`config.mk`:
```
export PLATFORM = sky130hd
export DESIGN_NAME = serial_frame_tx
export DESIGN_NICKNAME = d
export VERILOG_FILES = /design/src/rtl/txs_pkg.sv /design/src/rtl/txs_hold.sv /design/src/rtl/txs_parity.sv /design/src/rtl/txs_shifter.sv /design/src/rtl/serial_frame_tx.sv
export SDC_FILE = /design/constraint.sdc
export NUM_CORES = 1
export LEC_CHECK = 0
export ABC_CLOCK_PERIOD_IN_PS = 1530
export BUFFER_PORTS_ARGS = -buffer_cell sky130_fd_sc_hd__buf_2
export CAP_MARGIN = 20
export CORE_MARGIN = 5
export CORE_UTILIZATION = 40
export CTS_CLUSTER_SIZE = 24
export DETAILED_ROUTE_END_ITERATION = 10
export SLEW_MARGIN = 10
export SYNTH_ARGS = -nofsm -noshare
export SYNTH_HDL_FRONTEND = slang
export SYNTH_SLANG_ARGS = --single-unit
```
`constraint.sdc`:
```
create_clock -name clk -period 1.53 [get_ports clk]
set_input_delay 0.0765 -clock clk [delete_from_list [all_inputs] [get_ports clk]]
set_output_delay 0.0765 -clock clk [all_outputs]
set_load 0.01 [all_outputs]
```
`src/rtl/txs_pkg.sv`:
```
package txs_pkg;

    typedef enum logic [2:0] {
        ST_IDLE,
        ST_START,
        ST_DATA,
        ST_PARITY,
        ST_STOP1,
        ST_STOP2
    } txs_state_e;

    typedef struct packed {
        logic short_len;
        logic par_en;
        logic par_odd;
        logic two_stop;
    } txs_mode_t;

endpackage

```
`src/rtl/txs_hold.sv`:
```
module txs_hold #(
    parameter int DATA_W = 8
) (
    input  logic              clk,
    input  logic              rst_n,
    input  logic              wr_en,
    input  logic [DATA_W-1:0] wr_data,
    input  logic              clr_req,
    input  logic              load_ack,
    output logic [DATA_W-1:0] hold_data,
    output logic              empty
);

    logic [DATA_W-1:0] hold_q;
    logic              empty_q;

    // The holding register takes a write only while the flag reads empty.
    always_ff @(posedge clk or negedge rst_n) begin
        if (!rst_n) begin
            hold_q <= '0;
        end else if (wr_en && empty_q) begin
            hold_q <= wr_data;
        end
    end

    // A host clear drops the flag; completing the transfer raises it again.
    always_ff @(posedge clk or negedge rst_n) begin
        if (!rst_n) begin
            empty_q <= 1'b1;
        end else if (empty_q && clr_req) begin
            empty_q <= 1'b0;
        end else if (load_ack) begin
            empty_q <= 1'b1;
        end
    end

    assign hold_data = hold_q;
    assign empty     = empty_q;

endmodule

```
`src/rtl/txs_parity.sv`:
```
module txs_parity #(
    parameter int DATA_W = 8
) (
    input  logic [DATA_W-1:0] data,
    input  logic              short_len,
    input  logic              odd,
    output logic              par_bit
);

    logic [DATA_W-1:0] mask;
    logic [DATA_W-1:0] masked;

    // In short mode the top data bit is dropped from the parity count.
    genvar gi;
    generate
        for (gi = 0; gi < DATA_W; gi++) begin : g_mask
            if (gi == DATA_W - 1) begin : g_top
                assign mask[gi] = ~short_len;
            end else begin : g_low
                assign mask[gi] = 1'b1;
            end
        end
    endgenerate

    assign masked  = data & mask;
    assign par_bit = (^masked) ^ odd;

endmodule

```
`src/rtl/txs_shifter.sv`:
```
module txs_shifter
    import txs_pkg::*;
#(
    parameter int DATA_W = 8
) (
    input  logic              clk,
    input  logic              rst_n,
    input  logic              bit_tick,
    input  logic              req,
    input  logic [DATA_W-1:0] hold_data,
    input  txs_mode_t         mode_in,
    input  logic              par_in,
    output logic              load_ack,
    output logic              tx_line
);

    localparam int CNT_W = (DATA_W > 2) ? $clog2(DATA_W) : 1;
    localparam logic [CNT_W-1:0] CNT_LONG  = CNT_W'(DATA_W - 1);
    localparam logic [CNT_W-1:0] CNT_SHORT = CNT_W'(DATA_W - 2);

    txs_state_e        state_q, state_d;
    logic [DATA_W-1:0] sh_q;
    logic [CNT_W-1:0]  cnt_q;
    logic              par_en_q;
    logic              two_stop_q;
    logic              par_q;
    logic              can_load;

    // The shifter can take a new byte on a tick while idle or at the end of its final stop bit.
    always_comb begin
        can_load = 1'b0;
        if (bit_tick) begin
            unique case (state_q)
                ST_IDLE:  can_load = 1'b1;
                ST_STOP1: can_load = ~two_stop_q;
                ST_STOP2: can_load = 1'b1;
                default:  can_load = 1'b0;
            endcase
        end
    end

    assign load_ack = can_load && req;

    // Next-state logic
    always_comb begin
        state_d = state_q;
        unique case (state_q)
            ST_IDLE: begin
                if (load_ack) state_d = ST_START;
            end
            ST_START: begin
                if (bit_tick) state_d = ST_DATA;
            end
            ST_DATA: begin
                if (bit_tick && cnt_q == '0)
                    state_d = par_en_q ? ST_PARITY : ST_STOP1;
            end
            ST_PARITY: begin
                if (bit_tick) state_d = ST_STOP1;
            end
            ST_STOP1: begin
                if (bit_tick) begin
                    if (two_stop_q) state_d = ST_STOP2;
                    else            state_d = req ? ST_START : ST_IDLE;
                end
            end
            ST_STOP2: begin
                if (bit_tick) state_d = req ? ST_START : ST_IDLE;
            end
            default: state_d = ST_IDLE;
        endcase
    end

    // State register
    always_ff @(posedge clk or negedge rst_n) begin
        if (!rst_n) state_q <= ST_IDLE;
        else        state_q <= state_d;
    end

    // Shift datapath; the frame settings are latched at load
    always_ff @(posedge clk or negedge rst_n) begin
        if (!rst_n) begin
            sh_q       <= '0;
            cnt_q      <= '0;
            par_en_q   <= 1'b0;
            two_stop_q <= 1'b0;
            par_q      <= 1'b0;
        end else if (load_ack) begin
            sh_q       <= hold_data;
            cnt_q      <= mode_in.short_len ? CNT_SHORT : CNT_LONG;
            par_en_q   <= mode_in.par_en;
            two_stop_q <= mode_in.two_stop;
            par_q      <= par_in;
        end else if (state_q == ST_DATA && bit_tick && cnt_q != '0) begin
            sh_q  <= sh_q >> 1;
            cnt_q <= cnt_q - 1'b1;
        end
    end

    // Output decode
    always_comb begin
        unique case (state_q)
            ST_IDLE:   tx_line = 1'b1;
            ST_START:  tx_line = 1'b0;
            ST_DATA:   tx_line = sh_q[0];
            ST_PARITY: tx_line = par_q;
            ST_STOP1:  tx_line = 1'b1;
            ST_STOP2:  tx_line = 1'b1;
            default:   tx_line = 1'b1;
        endcase
    end

endmodule

```
`src/rtl/serial_frame_tx.sv`:
```
module serial_frame_tx
    import txs_pkg::*;
#(
    parameter int DATA_W = 8
) (
    input  logic              clk,
    input  logic              rst_n,
    input  logic              bit_tick,
    input  logic              hold_wr,
    input  logic [DATA_W-1:0] hold_wdata,
    input  logic              flag_clr,
    input  logic              mode_short,
    input  logic              mode_parity,
    input  logic              mode_odd,
    input  logic              mode_two_stop,
    output logic              tx_empty,
    output logic              tx_line
);

    logic [DATA_W-1:0] hold_data;
    logic              empty;
    logic              load_ack;
    logic              par_bit;
    txs_mode_t         mode;

    assign mode = '{short_len: mode_short, par_en: mode_parity,
                    par_odd: mode_odd, two_stop: mode_two_stop};

    txs_hold #(.DATA_W(DATA_W)) u_hold (
        .clk       (clk),
        .rst_n     (rst_n),
        .wr_en     (hold_wr),
        .wr_data   (hold_wdata),
        .clr_req   (flag_clr),
        .load_ack  (load_ack),
        .hold_data (hold_data),
        .empty     (empty)
    );

    txs_parity #(.DATA_W(DATA_W)) u_par (
        .data      (hold_data),
        .short_len (mode.short_len),
        .odd       (mode.par_odd),
        .par_bit   (par_bit)
    );

    txs_shifter #(.DATA_W(DATA_W)) u_shift (
        .clk       (clk),
        .rst_n     (rst_n),
        .bit_tick  (bit_tick),
        .req       (~empty),
        .hold_data (hold_data),
        .mode_in   (mode),
        .par_in    (par_bit),
        .load_ack  (load_ack),
        .tx_line   (tx_line)
    );

    assign tx_empty = empty;

endmodule

```
# == Yosys cells after proc, flatten, opt, wreduce, memory -nomap -nowiden ==
# Index checks and enable logic that the tools add are counted.
# classes
add_sub_neg,1
n_eq_ne,11
muxes,20
n_bitwise,5
reduce_logical,14
# op_table
cell,n
3-bit 2-to-1 mux,10
3-bit case mux with 6 select lines,1
8-bit 2-to-1 mux,2
"2-bit != test, second input constant",5
8-bit bitwise AND,1
8-bit parity,1
"3-bit by 2-bit equality test with 1-bit output, second input constant",2
"3-bit equality test, second input constant",2
1-bit logical AND,6
3-bit logical NOT,2
6-bit AND reduction,1
1-bit 2-to-1 mux,5
2-bit nonzero test,2
"3-bit by 1-bit equality test with 1-bit output, second input constant",1
1-bit NOT,3
1-bit case mux with 3 select lines,1
3-bit nonzero test,1
"3-bit by 1-bit subtractor with 3-bit output, second input constant",1
"2-bit by 1-bit != test with 1-bit output, second input constant",1
1-bit case mux with 2 select lines,1
2-bit OR reduction,1
1-bit XOR,1
# word_totals
register_bits,26
in_bits,17

# == Logic depth before layout (Yosys ltp) ==
# logic_depth
word_depth,7
mapped_depth,7
ltp_nobuf,6

# == Modules after synthesis ==
# From an unflattened synthesis, not the netlist that was laid out.
# hier_totals
hier_cells,130
hier_area_um2,1352.5
# by_module_without_submodules
module,instances,cells_per_inst,area_each_um2,seq_area_each_um2
txs_shifter,1,101,918.4,425.4
txs_hold,1,20,341.6,226.5
txs_parity,1,8,88.8,0.0
serial_frame_tx,1,1,3.8,0.0

# == Worst setup path after synthesis ==
# Ideal clock, no wire load.
# synth_path
path_kind,reg2reg
start,register u_hold.empty_q (netlist: u_hold.empty)
end,register u_shift.cnt_q[0]
setup_time_ns,0.126
arrival_ns,1.426
t_required_ns,1.404
path_slack_ns,-0.022
path_stages_with_launch,6
n_path_buf,1
cell_sequence,dfstp_2 -> or3b_1 -> a211oi_2 -> buf_6 -> nor2_4 -> a221o_1
# synth_via
elab_chain_len,3
elab_cells_between_ends,4
classes_between,1 x mux; 1 x bitwise; 2 x reduce/logical
# synth_lines
element,line_no,rtl
start: declaration,txs_hold.sv:15,logic empty_q;
start signal: assignment,txs_hold.sv:29,empty_q <= 1'b1;
start signal: assignment,txs_hold.sv:31,empty_q <= 1'b0;
start signal: assignment,txs_hold.sv:33,empty_q <= 1'b1;
1-bit NOT (*),serial_frame_tx.sv:51,".req (~empty),"
1-bit logical AND (*),txs_shifter.sv:42,assign load_ack = can_load && req;
3-bit 2-to-1 mux / 2-bit nonzero test (equally long branches),--,
end signal: assignment,txs_shifter.sv:90,cnt_q <= mode_in.short_len ? CNT_SHORT : CNT_LONG;
end signal: assignment,txs_shifter.sv:96,cnt_q <= cnt_q - 1'b1;
end: declaration,txs_shifter.sv:23,logic [CNT_W-1:0] cnt_q;
# Every way passes the cells marked *; elsewhere a longest branch is shown, timed or not.
# A chain may end at the register's enable or synchronous reset.

# == Worst setup path in the final report ==
# layout_path
start,register u_shift.state_q[0]
end,output tx_line
# layout_via
elab_chain_len,2
elab_cells_between_ends,4
classes_between,3 x eq/ne; 1 x mux
# layout_lines
element,line_no,rtl
start: declaration,txs_shifter.sv:21,"txs_state_e state_q, state_d;"
start signal: assignment,txs_shifter.sv:77,else state_q <= state_d;
3-bit by 2-bit equality test with 1-bit output / 3-bit by 1-bit equality test with 1-bit output (equally long branches),txs_shifter.sv:102,unique case (state_q)
1-bit case mux with 3 select lines (*),txs_shifter.sv:102,
end: declaration,serial_frame_tx.sv:17,output logic tx_line
# Marked as above.

==> impl_metrics.py <==
metrics = {
    "grt": {
        "met3_usage_pct": 2.463,
        "grt_max_degree": 27,
        "grtUsageMet2_pct": 27.58,
        "busiest_layer": "met2",
        "first_global_vias": 1163,
        "grt_overflow_total": 0,
        "grt_pass1_wl_um": 5244,
        "antenna_found_initial": 0,
        "grt_use_total_pct": 15.35,
        "grt_use_met1_pct": 18.89,
    },
    "logic_synthesis": {
        "synth_xor_area_share_pct": 6.262,
        "syn_inst": 117,
        "avgSynthCellArea_um2": 11.44,
        "synthAdderAreaFrac_pct": 1.869,
        "synth_top_family_by_area": "compound AO/OA/AOI/OAI gates",
        "ys_seq_area_share_pct": 48.69,
        "ys_types": 39,
        "ys_warn_count": 0,
        "ys_async_sr_fraction_pct": 100.0,
        "synth_compound_area_share_pct": 18.50,
        "syn_area_mm2": 0.001339,
        "synth-edff-count": 0,
        "synthFlopType": "dfrtp_1",
        "ys_ff_latch": 26,
        "synth_mux_area_share_pct": 8.411,
        "synth-simple-area-share_pct": 11.78,
        "synth_nets": 136,
    },
    "power_and_ir_drop": {
        "ir_worst_vdd_mv": 1.313,
        "p_per_area_mw_per_mm2": 2067,
        "p_leak_nw": 0.9577,
        "total_power_mw": 4.032,
    },
    "worst_setup_path": {
        "path_buf_inv": 3,
        "critical_path_depth": 6,
        "startpoint": "u_shift.state_q[0]",
        "cp-start-kind": "register",
        "r2r_cells": 5,
        "arrival_ns": 1.54,
        "rr_startpoint": "u_hold.empty",
        "cpMostUsedCell": "buf_6",
        "cp_max_fo": 3,
        "cp_slowest_cell": "dfrtp_1",
        "crit_required_ns": 1.45,
        "critical_path_class": "reg -> out",
        "cp_top_family": "flip-flops",
        "crit_chain": "buf_6 > nor2b_4 > buf_6 > a22oi_2 > or2_4 > buf_6",
        "slowest_delay_ns": 0.43,
        "cp-end-kind": "output pin",
    },
    "clock_network": {
        "cts-root-buf": "clkbuf_4",
        "numCtsBuffers": 3,
        "path_clk_slew_ns": 0.14,
        "clk_latency_ns": 0.33,
        "cts_tree": "yes",
        "clock-sinks": 26,
        "cts-htree-levels": 1,
        "cts_buffer_depth": 2,
    },
    "placement": {
        "dpl_cell_area_mm2": 0.001603,
        "placed_cells": 196,
        "io_buffer_count": 18,
        "place_congestion": 0.7739,
        "dp_hpwl_um": 2070,
        "place_ws_ns": -0.05717,
    },
    "final_layout": {
        "n_antenna_cell": 0,
        "syn2layout_area_growth_pct": 45.70,
        "final.fill_count": 275,
        "finalNetCount": 198,
        "final_cells": 224,
        "final_cell_area_mm2": 0.001951,
        "drive_gt1_share_pct": 44.94,
    },
    "sta": {
        "finalHoldViolCount": 0,
        "skew_ns": 0.007238,
        "setup_violations": 5,
        "timing.final.crit_share_pct": 105.3,
        "rsz0062_at_grt": "true",
        "period_needed_ns": 1.612,
        "worstMarginPinSlew_ns": 0.6035,
        "slew_headroom_pct": 59.77,
        "timing.fmax_ghz": 0.6204,
        "fin_ws_ns": -0.08175,
        "finalMaxSlewViolations": 0,
    },
    "floorplan": {
        "die_area_mm2": 0.004604,
        "core_region_area_mm2": 0.003284,
        "die_h_um": 67.85,
        "io_pins": 19,
        "die_x_um": 67.85,
        "start_util_pct": 40.76,
        "rows": 21,
    },
    "routing": {
        "dr.first_iter.drc_count": 48,
        "finalWirelength_um": 3074,
        "vias_per_cell": 4.813,
        "ant_nets": 0,
        "wl_per_cell_um": 13.72,
        "dr_total_vias": 1078,
        "drtPass1Iterations": 4,
        "drc_errors": 0,
    },
    "min_path": {
        "min_from": "mode_short",
        "hp-class": "in -> reg",
        "holdPathStages": 3,
    },
    "status": {
        "outcome": "finished, violations left",
        "violations": "setup timing",
    },
    "job": {
        "maxCapViolCount": 0,
    },
}
[Yosys cell counts (2+ instances only)]
master    instances  area share, %
inv_1             7            2.0
nor2_1            4            1.1
nor2b_1           7            3.3
ha_1              2            1.9
a21o_1            7            3.9
clkbuf_1          2           0.56
mux2_2           10            8.4
o21ai_0           5            1.9
dfrtp_1          25             47
a22o_1            7            4.6
xor2_1            2            1.3
nand2b_1          2           0.93
nand2_1           5            1.4
xnor2_1           5            3.3
buf_4             2            1.1
a22oi_1           2            1.1
[final timing paths]
check,to,slack [ns]
min in group asynchronous,u_shift.sh_q[6],0.27
setup reg to reg,u_shift.cnt_q[0],-0.06
max in group asynchronous,u_shift.state_q[2],0.84
hold / removal,u_shift.cnt_q[0],0.04
setup / recovery,tx_line,-0.08
hold reg to reg,u_shift.sh_q[2],0.50
[report_power, final]
part | switching, mW | total (mW) | internal, mW
sequential | 0.239 | 1.27 | 1.03
combinational | 0.962 | 2.45 | 1.49
clock | 0.207 | 0.310 | 0.102
total | 1.41 | 4.03 | 2.62
[per-stage QoR]
stage	util, %	hold slack, ns	setup TNS [ns]
2_1_floorplan	-	-0.2191	-0.05974
3_3_place_gp	48.80	0.1040	-0.06869
3_5_place_dp	48.80	0.1205	-0.4523
4_1_cts	56.46	0.003836	-0.1876
5_1_grt	59.39	0.02698	-0.7529
6_report	59.39	0.04349	-0.1922
[cell families after synthesis]
group	count (synthesis)
AOI/OAI and AO/OA	32
xor gates and xnor gates	8
adders and majority gates	2
buffers and inverters	12
DFF	26
muxes	10
and+or+nand+nor	27
[worst reg2reg max path, cell delays in order, from the launching register on]
cell and delay, ns:
dfstp_2 0.39, or3b_1 0.38, a211oi_2 0.20, buf_6 0.18, nor2_4 0.06, a221o_1 0.28
[state kept, by name, summed over array words and instances (netlist names)]
| register | cells |
|---|---|
| u_hold.hold_data | 8 |
| u_shift.sh_q | 8 |
| u_shift.cnt_q | 3 |
| u_shift.par_en_q | 1 |
| u_hold.empty | 1 |
| u_shift.par_q | 1 |
| u_shift.state_q | 3 |
| u_shift.two_stop_q | 1 |
[routing by layer]
| layer | vias up | share of wire (%) |
|---|---|---|
| li1 | 541 | - |
| met1 | 513 | 42 |
| met2 | 18 | 52 |
| met3 | 6 | 3.2 |
| met4 | 0 | 2.0 |
| met5 | - | 0 |
[timing repair]
action                                  in CTS  in global routing
gates resized for setup                     17                 14
hold endpoints to repair                    35                  1
setup buffers                                7                  4
hold buffers                                11                  1
pin swaps                                    2                  8
endpoints found under the setup margin      12                 15
gates cloned                                 0                  1
[layout by cell type, fill, tap and decap left out, types with 2 or more instances in the layout]
master	instances
nand2_1	4
inv_2	2
buf_6	8
o21ai_0	3
buf_2	18
buf_4	23
nor2b_1	6
a22o_1	7
nor2_1	4
dlygate4sd3_1	12
dfrtp_1	24
o21ai_1	2
mux2_2	8
a22oi_2	2
mux2_4	2
inv_1	5
xnor2_1	4
xor2_1	2
clkbuf_4	3
a21o_1	7
[final cells by class]
type / count / area (µm²) / share of cell area [%]
clock buffer: 4 / 26.28 / 1.347
inverter: 7 / 26.28 / 1.347
multi-input combinational: 79 / 699.4 / 35.86
sequential: 26 / 653.1 / 33.48
tap: 46 / 57.56 / 2.951
timing repair buffer: 62 / 488.0 / 25.02
Note: power is estimated with default switching activity, not from simulation.
